$ cat config.mk
export PLATFORM = sky130hd
export DESIGN_NAME = bcd_calendar
export DESIGN_NICKNAME = d
export VERILOG_FILES = /design/src/rtl/bcd_cal_pkg.sv /design/src/rtl/bcd_field_ctr.sv /design/src/rtl/month_length.sv /design/src/rtl/halt_ctl.sv /design/src/rtl/bcd_calendar.sv
export SDC_FILE = /design/constraint.sdc
export NUM_CORES = 1
export LEC_CHECK = 0
export BUFFER_PORTS_ARGS = -buffer_cell sky130_fd_sc_hd__buf_2
export CELL_PAD_IN_SITES_DETAIL_PLACEMENT = 0
export CELL_PAD_IN_SITES_GLOBAL_PLACEMENT = 1
export CORE_MARGIN = 4
export CORE_UTILIZATION = 38
export CTS_CLUSTER_DIAMETER = 100
export CTS_CLUSTER_SIZE = 12
export DETAILED_ROUTE_END_ITERATION = 6
export HOLD_SLACK_MARGIN = 0.1
export PLACE_DENSITY = 0.89
export SLEW_MARGIN = 15
export SYNTH_ARGS = -nofsm -noshare
export SYNTH_HDL_FRONTEND = slang
export SYNTH_SLANG_ARGS = --single-unit
$ cat constraint.sdc
create_clock -name clk -period 2.1 [get_ports clk]
set_input_delay 0.315 -clock clk [delete_from_list [all_inputs] [get_ports clk]]
set_output_delay 0.315 -clock clk [all_outputs]
set_load 0.01 [all_outputs]
$ cat src/rtl/bcd_cal_pkg.sv
package bcd_cal_pkg;

    localparam int BYTE_W     = 8;
    localparam int SEL_W      = 3;
    localparam int NUM_FIELDS = 7;

    localparam int IX_SEC   = 0;
    localparam int IX_MIN   = 1;
    localparam int IX_HOUR  = 2;
    localparam int IX_DOW   = 3;
    localparam int IX_DATE  = 4;
    localparam int IX_MONTH = 5;
    localparam int IX_YEAR  = 6;

    typedef logic [BYTE_W-1:0] bcd8_t;

    typedef struct packed {
        logic             en;
        logic [SEL_W-1:0] sel;
        bcd8_t            data;
    } load_req_t;

    typedef enum logic {RUNNING = 1'b0, STOPPED = 1'b1} run_e;

    function automatic bcd8_t bcd_incr(bcd8_t v);
        if (v[3:0] >= 4'd9) return {v[7:4] + 4'd1, 4'h0};
        return {v[7:4], v[3:0] + 4'd1};
    endfunction

    function automatic bcd8_t field_floor(int ix);
        if (ix == IX_DOW || ix == IX_DATE || ix == IX_MONTH) return 8'h01;
        return 8'h00;
    endfunction

    function automatic bcd8_t field_ceiling(int ix);
        case (ix)
            IX_SEC, IX_MIN: return 8'h59;
            IX_HOUR:        return 8'h23;
            IX_DOW:         return 8'h07;
            IX_MONTH:       return 8'h12;
            IX_YEAR:        return 8'h99;
            default:        return 8'h31;
        endcase
    endfunction

    // BCD year divisible by 4: even tens -> ones 0/4/8, odd tens -> ones 2/6
    function automatic logic leap_bcd(bcd8_t y);
        if (!y[4]) return (y[3:0] == 4'd0) || (y[3:0] == 4'd4) || (y[3:0] == 4'd8);
        return (y[3:0] == 4'd2) || (y[3:0] == 4'd6);
    endfunction

    function automatic bcd8_t month_days(bcd8_t m, logic leap);
        case (m)
            8'h02:                      return leap ? 8'h29 : 8'h28;
            8'h04, 8'h06, 8'h09, 8'h11: return 8'h30;
            default:                    return 8'h31;
        endcase
    endfunction

endpackage

$ cat src/rtl/bcd_field_ctr.sv
module bcd_field_ctr
    import bcd_cal_pkg::*;
#(
    parameter bcd8_t LO  = 8'h00,
    parameter bcd8_t RST = 8'h00
) (
    input  logic  clk,
    input  logic  rst,
    input  logic  inc,
    input  logic  ld,
    input  bcd8_t ld_val,
    input  bcd8_t ceil_val,
    output bcd8_t q
);

    always_ff @(posedge clk) begin
        if (rst)          q <= RST;
        else if (ld)      q <= ld_val;
        else if (inc)     q <= (q == ceil_val) ? LO : bcd_incr(q);
    end

endmodule

$ cat src/rtl/month_length.sv
module month_length
    import bcd_cal_pkg::*;
(
    input  bcd8_t month_i,
    input  bcd8_t year_i,
    output bcd8_t days_o
);

    logic leap;

    always_comb begin
        leap   = leap_bcd(year_i);
        days_o = month_days(month_i, leap);
    end

endmodule

$ cat src/rtl/halt_ctl.sv
module halt_ctl
    import bcd_cal_pkg::*;
(
    input  logic      clk,
    input  logic      rst,
    input  logic      tick,
    input  load_req_t req,
    output logic      halted,
    output logic      adv_en,
    output logic      presc_clr
);

    run_e state;
    logic sec_write;

    assign sec_write = req.en && (req.sel == SEL_W'(IX_SEC));

    always_ff @(posedge clk) begin
        if (rst)            state <= RUNNING;
        else if (sec_write) state <= run_e'(req.data[BYTE_W-1]);
    end

    assign halted    = (state == STOPPED);
    assign adv_en    = tick && !halted && !req.en;
    assign presc_clr = sec_write;

endmodule

$ cat src/rtl/bcd_calendar.sv
module bcd_calendar
    import bcd_cal_pkg::*;
(
    input  logic              clk,
    input  logic              rst,
    input  logic              tick,
    input  logic              ld_en,
    input  logic [SEL_W-1:0]  ld_sel,
    input  logic [BYTE_W-1:0] ld_data,
    output logic [BYTE_W-1:0] sec_o,
    output logic [BYTE_W-1:0] min_o,
    output logic [BYTE_W-1:0] hour_o,
    output logic [BYTE_W-1:0] dow_o,
    output logic [BYTE_W-1:0] date_o,
    output logic [BYTE_W-1:0] month_o,
    output logic [BYTE_W-1:0] year_o,
    output logic              presc_clr
);

    load_req_t             req;
    logic                  halted;
    logic                  adv_en;
    bcd8_t                 cnt    [NUM_FIELDS];
    bcd8_t                 ceil_v [NUM_FIELDS];
    bcd8_t                 ld_val [NUM_FIELDS];
    logic [NUM_FIELDS-1:0] ld_hit;
    logic [NUM_FIELDS-1:0] inc;
    bcd8_t                 dim_bcd;
    logic                  c_sec, c_min, c_hour, c_date, c_month;

    assign req = '{en: ld_en, sel: ld_sel, data: ld_data};

    halt_ctl u_halt (
        .clk       (clk),
        .rst       (rst),
        .tick      (tick),
        .req       (req),
        .halted    (halted),
        .adv_en    (adv_en),
        .presc_clr (presc_clr)
    );

    month_length u_mlen (
        .month_i (cnt[IX_MONTH]),
        .year_i  (cnt[IX_YEAR]),
        .days_o  (dim_bcd)
    );

    // carry chain: each field advances when the one below wraps
    assign c_sec   = inc[IX_SEC]   && (cnt[IX_SEC]   == ceil_v[IX_SEC]);
    assign c_min   = inc[IX_MIN]   && (cnt[IX_MIN]   == ceil_v[IX_MIN]);
    assign c_hour  = inc[IX_HOUR]  && (cnt[IX_HOUR]  == ceil_v[IX_HOUR]);
    assign c_date  = inc[IX_DATE]  && (cnt[IX_DATE]  == ceil_v[IX_DATE]);
    assign c_month = inc[IX_MONTH] && (cnt[IX_MONTH] == ceil_v[IX_MONTH]);

    assign inc[IX_SEC]   = adv_en;
    assign inc[IX_MIN]   = c_sec;
    assign inc[IX_HOUR]  = c_min;
    assign inc[IX_DOW]   = c_hour;
    assign inc[IX_DATE]  = c_hour;
    assign inc[IX_MONTH] = c_date;
    assign inc[IX_YEAR]  = c_month;

    for (genvar i = 0; i < NUM_FIELDS; i++) begin : g_field
        assign ld_hit[i] = req.en && (req.sel == SEL_W'(i));

        if (i == IX_SEC) begin : g_sec_val
            assign ld_val[i] = {1'b0, req.data[BYTE_W-2:0]};
        end else begin : g_plain_val
            assign ld_val[i] = req.data;
        end

        if (i == IX_DATE) begin : g_var_ceil
            assign ceil_v[i] = dim_bcd;
        end else begin : g_fix_ceil
            assign ceil_v[i] = field_ceiling(i);
        end

        bcd_field_ctr #(
            .LO  (field_floor(i)),
            .RST (field_floor(i))
        ) u_ctr (
            .clk      (clk),
            .rst      (rst),
            .inc      (inc[i]),
            .ld       (ld_hit[i]),
            .ld_val   (ld_val[i]),
            .ceil_val (ceil_v[i]),
            .q        (cnt[i])
        );
    end

    assign sec_o   = cnt[IX_SEC] | {halted, {(BYTE_W-1){1'b0}}};
    assign min_o   = cnt[IX_MIN];
    assign hour_o  = cnt[IX_HOUR];
    assign dow_o   = cnt[IX_DOW];
    assign date_o  = cnt[IX_DATE];
    assign month_o = cnt[IX_MONTH];
    assign year_o  = cnt[IX_YEAR];

endmodule

Yosys cells after proc, flatten, opt, wreduce, memory -nomap -nowiden --
Cells that the tools add are included.
Word-level totals: word-level logic and storage cells 172, register bits 57, input port bits 15
Cells by class: bitwise operators 1, magnitude comparators 7, muxes and demuxes 66, eq/ne operators 22, add/subtract/negate cells 14, reductions and logical operators 46
Operators with widths (count):
- 2-to-1 mux 8 bit | 33
- adder 4 x 1 -> 4 bit, second input constant | 14
- 2-to-1 mux 1 bit | 30
- greater-or-equal comparator 4 bit, second input constant | 7
- equality test 8 x 3 -> 1 bit, second input constant | 3
- nonzero test 3 bit | 7
- equality test 8 x 5 -> 1 bit, second input constant | 2
- equality test 8 x 7 -> 1 bit, second input constant | 2
- one-hot mux 8 bit (2 select lines) | 1
- AND reduction 2 bit | 8
- nonzero test 2 bit | 8
- logical AND 1 bit | 14
- 2-to-1 mux 7 bit | 2
- equality test 3 bit, second input constant | 3
- equality test 4 x 3 -> 1 bit, second input constant | 2
- equality test 8 x 2 -> 1 bit, second input constant | 1
- equality test 8 x 4 -> 1 bit, second input constant | 1
- equality test 8 x 6 -> 1 bit, second input constant | 1
- equality test 8 bit | 1
- equality test 8 bit, second input constant | 1
- bitwise OR 8 bit | 1
- equality test 3 x 2 -> 1 bit, second input constant | 2
- equality test 4 x 2 -> 1 bit, second input constant | 1
- equality test 4 bit, second input constant | 1
- other kinds (7) | 10

Longest topological paths before layout --
word-level depth 16, mapped depth 10, depth with buffers taken out 9

By module --
From an unflattened synthesis, not the netlist that was laid out.
Unflattened totals: cell total of the unflattened synthesis 653, area, all modules 5356.4 µm²
By module, submodules not included:
- bcd_field_ctr (g_field[0].u_ctr ...) | instances 4, cells each 86, area each 728.2 µm²
- bcd_field_ctr (g_field[4].u_ctr ...) | instances 2, cells each 81, area each 636.9 µm²
- bcd_field_ctr (g_field[3].u_ctr) | instances 1, cells each 79, area each 666.9 µm²
- bcd_calendar | instances 1, cells each 42, area each 286.5 µm²
- month_length | instances 1, cells each 20, area each 142.6 µm²
- halt_ctl | instances 1, cells each 6, area each 73.8 µm²

Least setup slack after synthesis --
Ideal clock, no wire load.
path type reg-to-reg, start point reg g_field[5].u_ctr.q[3], end point reg g_field[5].u_ctr.q[3], setup slack -0.246 ns, clock period less this slack 2.346 ns, data required time 2.026 ns, arrival 2.272 ns, cell stages (with the launch flop) 9, cells stage by stage dfxtp_1 -> buf_6 -> nor4_4 -> and3_1 -> a31oi_1 -> nor4_4 -> o21ai_2 -> or4_1 -> a31oi_1
On the way: longest elaborated chain between the ends 9
Ends and longest elaborated chain:
- from (decl) | RTL line bcd_field_ctr.sv:13 | output bcd8_t q
- from (signal assigned) | RTL line bcd_field_ctr.sv:18 | else if (ld) q <= ld_val;
- from (signal assigned) | RTL line bcd_field_ctr.sv:19 | else if (inc) q <= (q == ceil_val) ? LO : bcd_incr(q);
- greater-or-equal comparator 4 bit | RTL line bcd_cal_pkg.sv:26 | if (v[3:0] >= 4'd9) return {v[7:4] + 4'd1, 4'h0};
- 2-to-1 mux 1 bit | RTL line bcd_cal_pkg.sv:26
- 2-to-1 mux 1 bit | RTL line bcd_field_ctr.sv:19
- 2-to-1 mux 1 bit | RTL line bcd_field_ctr.sv:18
- 2-to-1 mux 1 bit | RTL line bcd_field_ctr.sv:17 | if (rst) q <= RST;
- 2-to-1 mux 8 bit | RTL line bcd_cal_pkg.sv:27 | return {v[7:4], v[3:0] + 4'd1};
- 2-to-1 mux 8 bit (2 in a row) | RTL line bcd_field_ctr.sv:19
- 2-to-1 mux 8 bit | RTL line bcd_field_ctr.sv:18
Several ways; a longest one is shown, not always the timed one. The select of a mux whose other input is x is not followed. A chain may end at the register's enable or synchronous reset.

Worst setup path in the final report --
start point reg g_field[5].u_ctr.q[0], end point reg g_field[5].u_ctr.q[4]
On the way: longest elaborated chain between the ends 7
Ends and longest elaborated chain:
- equality test 8 x 3 -> 1 bit (tied with other cells) | RTL line bcd_cal_pkg.sv:53 | case (m)
- OR reduction 4 bit or 2-to-1 mux 1 bit (tied branches) | RTL line bcd_cal_pkg.sv:53, bcd_cal_pkg.sv:26
- one-hot mux 8 bit (2 select lines) or 2-to-1 mux 1 bit (tied branches) | RTL line bcd_cal_pkg.sv:53, bcd_field_ctr.sv:19
- equality test 8 bit or 2-to-1 mux 1 bit (tied branches) | RTL line bcd_calendar.sv:53, bcd_field_ctr.sv:18
- logical AND 1 bit or 2-to-1 mux 1 bit (tied branches) | RTL line bcd_calendar.sv:53, bcd_field_ctr.sv:17
- nonzero test 2 bit (no line) or nonzero test 3 bit (tied branches)
- AND reduction 2 bit (no line)
Several ways; a longest one is shown, not always the timed one. The select of a mux whose other input is x is not followed.

==> flow_metrics.env <==
export IMPL_nNetsFinal=740
export IMPL_synth_compound_area_frac=0.2196
export IMPL_multiInputGateArea_um2=3044
export IMPL_avgRoutedWirePerCell_um=17.03
export IMPL_ys_flop_type="dfxtp_1"
export IMPL_worstHoldPathCells=3
export IMPL_ys_async_sr_fraction=0
export IMPL_finalSetupViolations=21
export IMPL_area_delta_synth_final_pct=31.01
export IMPL_hp_class="in2reg"
export IMPL_holdPathEnd="g_field[3].u_ctr.q[0]"
export IMPL_first_pass_iters=5
export IMPL_nFillCells=1054
export IMPL_grt_pass1_vias=4628
export IMPL_rsz0062_at_grt="yes"
export IMPL_hpwl_um=10070
export IMPL_drtIter0Drc=357
export IMPL_port_buffers=71
export IMPL_crit_chain="inv_1 > ha_2 > o21ai_1 > o21ai_1 > a21oi_2 > o21a_4 > o211a_4 > a21oi_4 > mux2_4"
export IMPL_synthXorXnorAreaFrac=0.01360
export IMPL_end_kind="register"
export IMPL_synth_common_cells="nor2_1 (64), dfxtp_1 (57), buf_4 (56)"
export IMPL_regToRegEndpoint="g_field[5].u_ctr.q[4]"
export IMPL_synth_area_leaders="dfxtp_1 (25%), ha_1 (11%), buf_4 (9.3%)"
export IMPL_place_ws_ns=-0.1471
export IMPL_synthDistinctLibCells=65
export IMPL_drive_gt1_frac=0.3613
export IMPL_fin_crit_ns=2.290
export IMPL_ios=72
export IMPL_cp_data_arrival_time_ns=2.50
export IMPL_path_buf_inv=1
export IMPL_grtUsageTotal=0.2053
export IMPL_die_h_um=116.9
export IMPL_clock_path_buffers=2
export IMPL_ys_seq_elements=57
export IMPL_r2r_cells=9
export IMPL_fin_cells=835
export IMPL_grt_ovfl_total=0
export IMPL_cp_slowest_cell="dfxtp_2"
export IMPL_yosysWarnings=0
export IMPL_num_vias=4758
export IMPL_power_density_nw_per_um2=539.0
export IMPL_drv_cap=0
export IMPL_worstSkewPairLatency_ns=0.33
export IMPL_clk_pin_slew_ns=0.06
export IMPL_design_area_um2=5904
export IMPL_numCtsBuffers=9
export IMPL_syn_area_um2=4507
export IMPL_cts_root_buf="clkbuf_16"
export IMPL_critPathMaxFanout=6
export IMPL_slew_viol_final=0
export IMPL_hold_viol=0
export IMPL_grt_max_degree=56
export IMPL_crit_family="compound AO/OA/AOI/OAI gates"
export IMPL_synth_adder_area_share=0.1055
export IMPL_antenna_found_initial=0
export IMPL_r2r_start="g_field[5].u_ctr.q[0]"
export IMPL_worst_slew_pin_transition_ns=0.6477
export IMPL_fin_crit_sh=1.090
export IMPL_syn_instance_count=584
export IMPL_routed_wl_um=14220
export IMPL_p_leak_nw=2.485
export IMPL_regArea_um2=1156
export IMPL_synthMuxAreaShare=0.004997
export IMPL_synth_edf_count=0
export IMPL_antenna_left=0
export IMPL_crit_top_cell="o21ai_1"
export IMPL_syn_avg_cell_area_um2=7.717
export IMPL_synth_top_family_by_area="simple AND/OR/NAND/NOR gates"
export IMPL_dp_cells=809
export IMPL_syn_nets=637
export IMPL_status="complete, but fails checks"
export IMPL_core_um2=11520
export IMPL_cts_sinks=57
export IMPL_holdCritStartpoint="ld_data[0]"
export IMPL_yosysMostFrequentCell="nor2_1"
export IMPL_worstPathRequired_ns=2.31
export IMPL_ir_drop_mv=0.3988
export IMPL_cts_tree="done"
export IMPL_gp_congestion=0.9499
export IMPL_utilization=0.5127
export IMPL_die_w_um=116.9
export IMPL_r2r_setup_slack_ns=-0.19
export IMPL_grt_pass1_wl_um=22400
export IMPL_viasPerCell=5.698
export IMPL_n_antenna_cell=0
export IMPL_synth_simple_area_share=0.2643
export IMPL_rows=39
export IMPL_remaining_drc_errors=0
export IMPL_fin_skew_ns=0.009721
export IMPL_ys_seq_area_frac=0.2532
export IMPL_cp_slowest_stage_delay_ns=0.32
export IMPL_crit_type="reg2reg"
export IMPL_fin_ws_ns=-0.1896
export IMPL_cts_max_level=3
export IMPL_cp_start_kind="register"
export IMPL_dieArea_um2=13670
export IMPL_synth_top_cell_by_area="dfxtp_1"
export IMPL_cts_hold_buf=0
export IMPL_dpl_cell_area_um2=5249
export IMPL_max_slew_margin_rel=0.5682
export IMPL_failed_checks="negative setup slack"
export IMPL_clock_fmax_mhz=436.8
export IMPL_synth_top_area_share=0.2532
export IMPL_initial_core_util=0.3914
power breakdown:
part / total, W / leakage, nW / switching, W / internal [W]
registers: 0.00115 / 0.467 / 0.0000329 / 0.00111
logic: 0.000443 / 1.87 / 0.000257 / 0.000186
clock network: 0.00159 / 0.149 / 0.000550 / 0.00104
total: 0.00318 / 2.48 / 0.000840 / 0.00234
worst max-delay path by stage:
stage          depth (start not counted)                    end  slack [ns]                  start
2_1_floorplan                          7  g_field[6].u_ctr.q[4]       -0.09  g_field[5].u_ctr.q[6]
3_3_place_gp                           8  g_field[6].u_ctr.q[4]       -0.05  g_field[5].u_ctr.q[6]
3_5_place_dp                           7  g_field[5].u_ctr.q[5]       -0.15  g_field[5].u_ctr.q[6]
4_1_cts                                7  g_field[5].u_ctr.q[5]       -0.07  g_field[5].u_ctr.q[7]
5_1_grt                                9  g_field[5].u_ctr.q[3]       -0.25  g_field[5].u_ctr.q[0]
6_report                               9  g_field[5].u_ctr.q[4]       -0.19  g_field[5].u_ctr.q[0]
registers in the layout, indices dropped and copies added (netlist names):
| name | count |
|---|---|
| u_halt.halted | 1 |
| g_field.u_ctr.q | 56 |
timing repair:
action / in CTS / in global routing
resized for setup: 22 / 42
endpoints found under the setup margin: 25 / 28
pin swaps: 14 / 20
setup buffers: 3 / 11
hold endpoints to repair: 0 / 0
layer usage:
layer | part of all wire | track usage | vias up
li1 | - | - | 2269
met1 | 0.43 | 0.2652 | 2274
met2 | 0.48 | 0.3477 | 189
met3 | 0.074 | 0.04216 | 26
met4 | 0.015 | 0.05734 | 0
met5 | 0 | 0 | -
cells in the final DEF (no fill, tap or decap), types with 16 or more instances in the layout:
cell,instances
dfxtp_1,47
nand3_1,33
nand2_1,40
buf_2,71
o21ai_0,26
a21oi_1,23
nor2_1,63
buf_4,83
a211oi_1,16
ha_1,31
inv_1,31
nor3_1,22
kinds of logic after synthesis:
logic type               after synthesis
multiplexers                           2
adder cells (fa/ha/maj)               38
AND/OR/NAND/NOR                      232
flip-flops                            57
buffers and inverters                104
AO/OA/AOI/OAI                        144
XOR/XNOR                               7
stage by stage:
| stage | hold slack [ns] | setup TNS, ns | total power [W] |
|---|---|---|---|
| after global placement | 0.4811 | -0.1560 | 0.001556 |
| after global routing | 0.3568 | -4.121 | 0.003289 |
| after detailed placement | 0.4930 | -1.097 | 0.001568 |
| after floorplan | 0.4377 | -0.2100 | 0.001422 |
| final | 0.3492 | -1.983 | 0.003183 |
| after CTS | 0.3498 | -0.4236 | 0.003176 |
area by class of cell:
cell class,instances,share of cell area
multi-input combinational,423,0.5156
sequential,57,0.1958
timing repair buffer,163,0.1829
clock buffer,10,0.03878
tap,143,0.03030
inverter,33,0.02098
clock inverter,6,0.01568
worst reg2reg max path, delay by kind of cell (launching register included):
family,cells,cell delay (ns)
flops,1,0.32
compound gates,6,1.21
mux,1,0.32
fa+ha+maj,1,0.21
buf+inv,1,0.11
No activity file was read; power rests on OpenSTA's default activity.
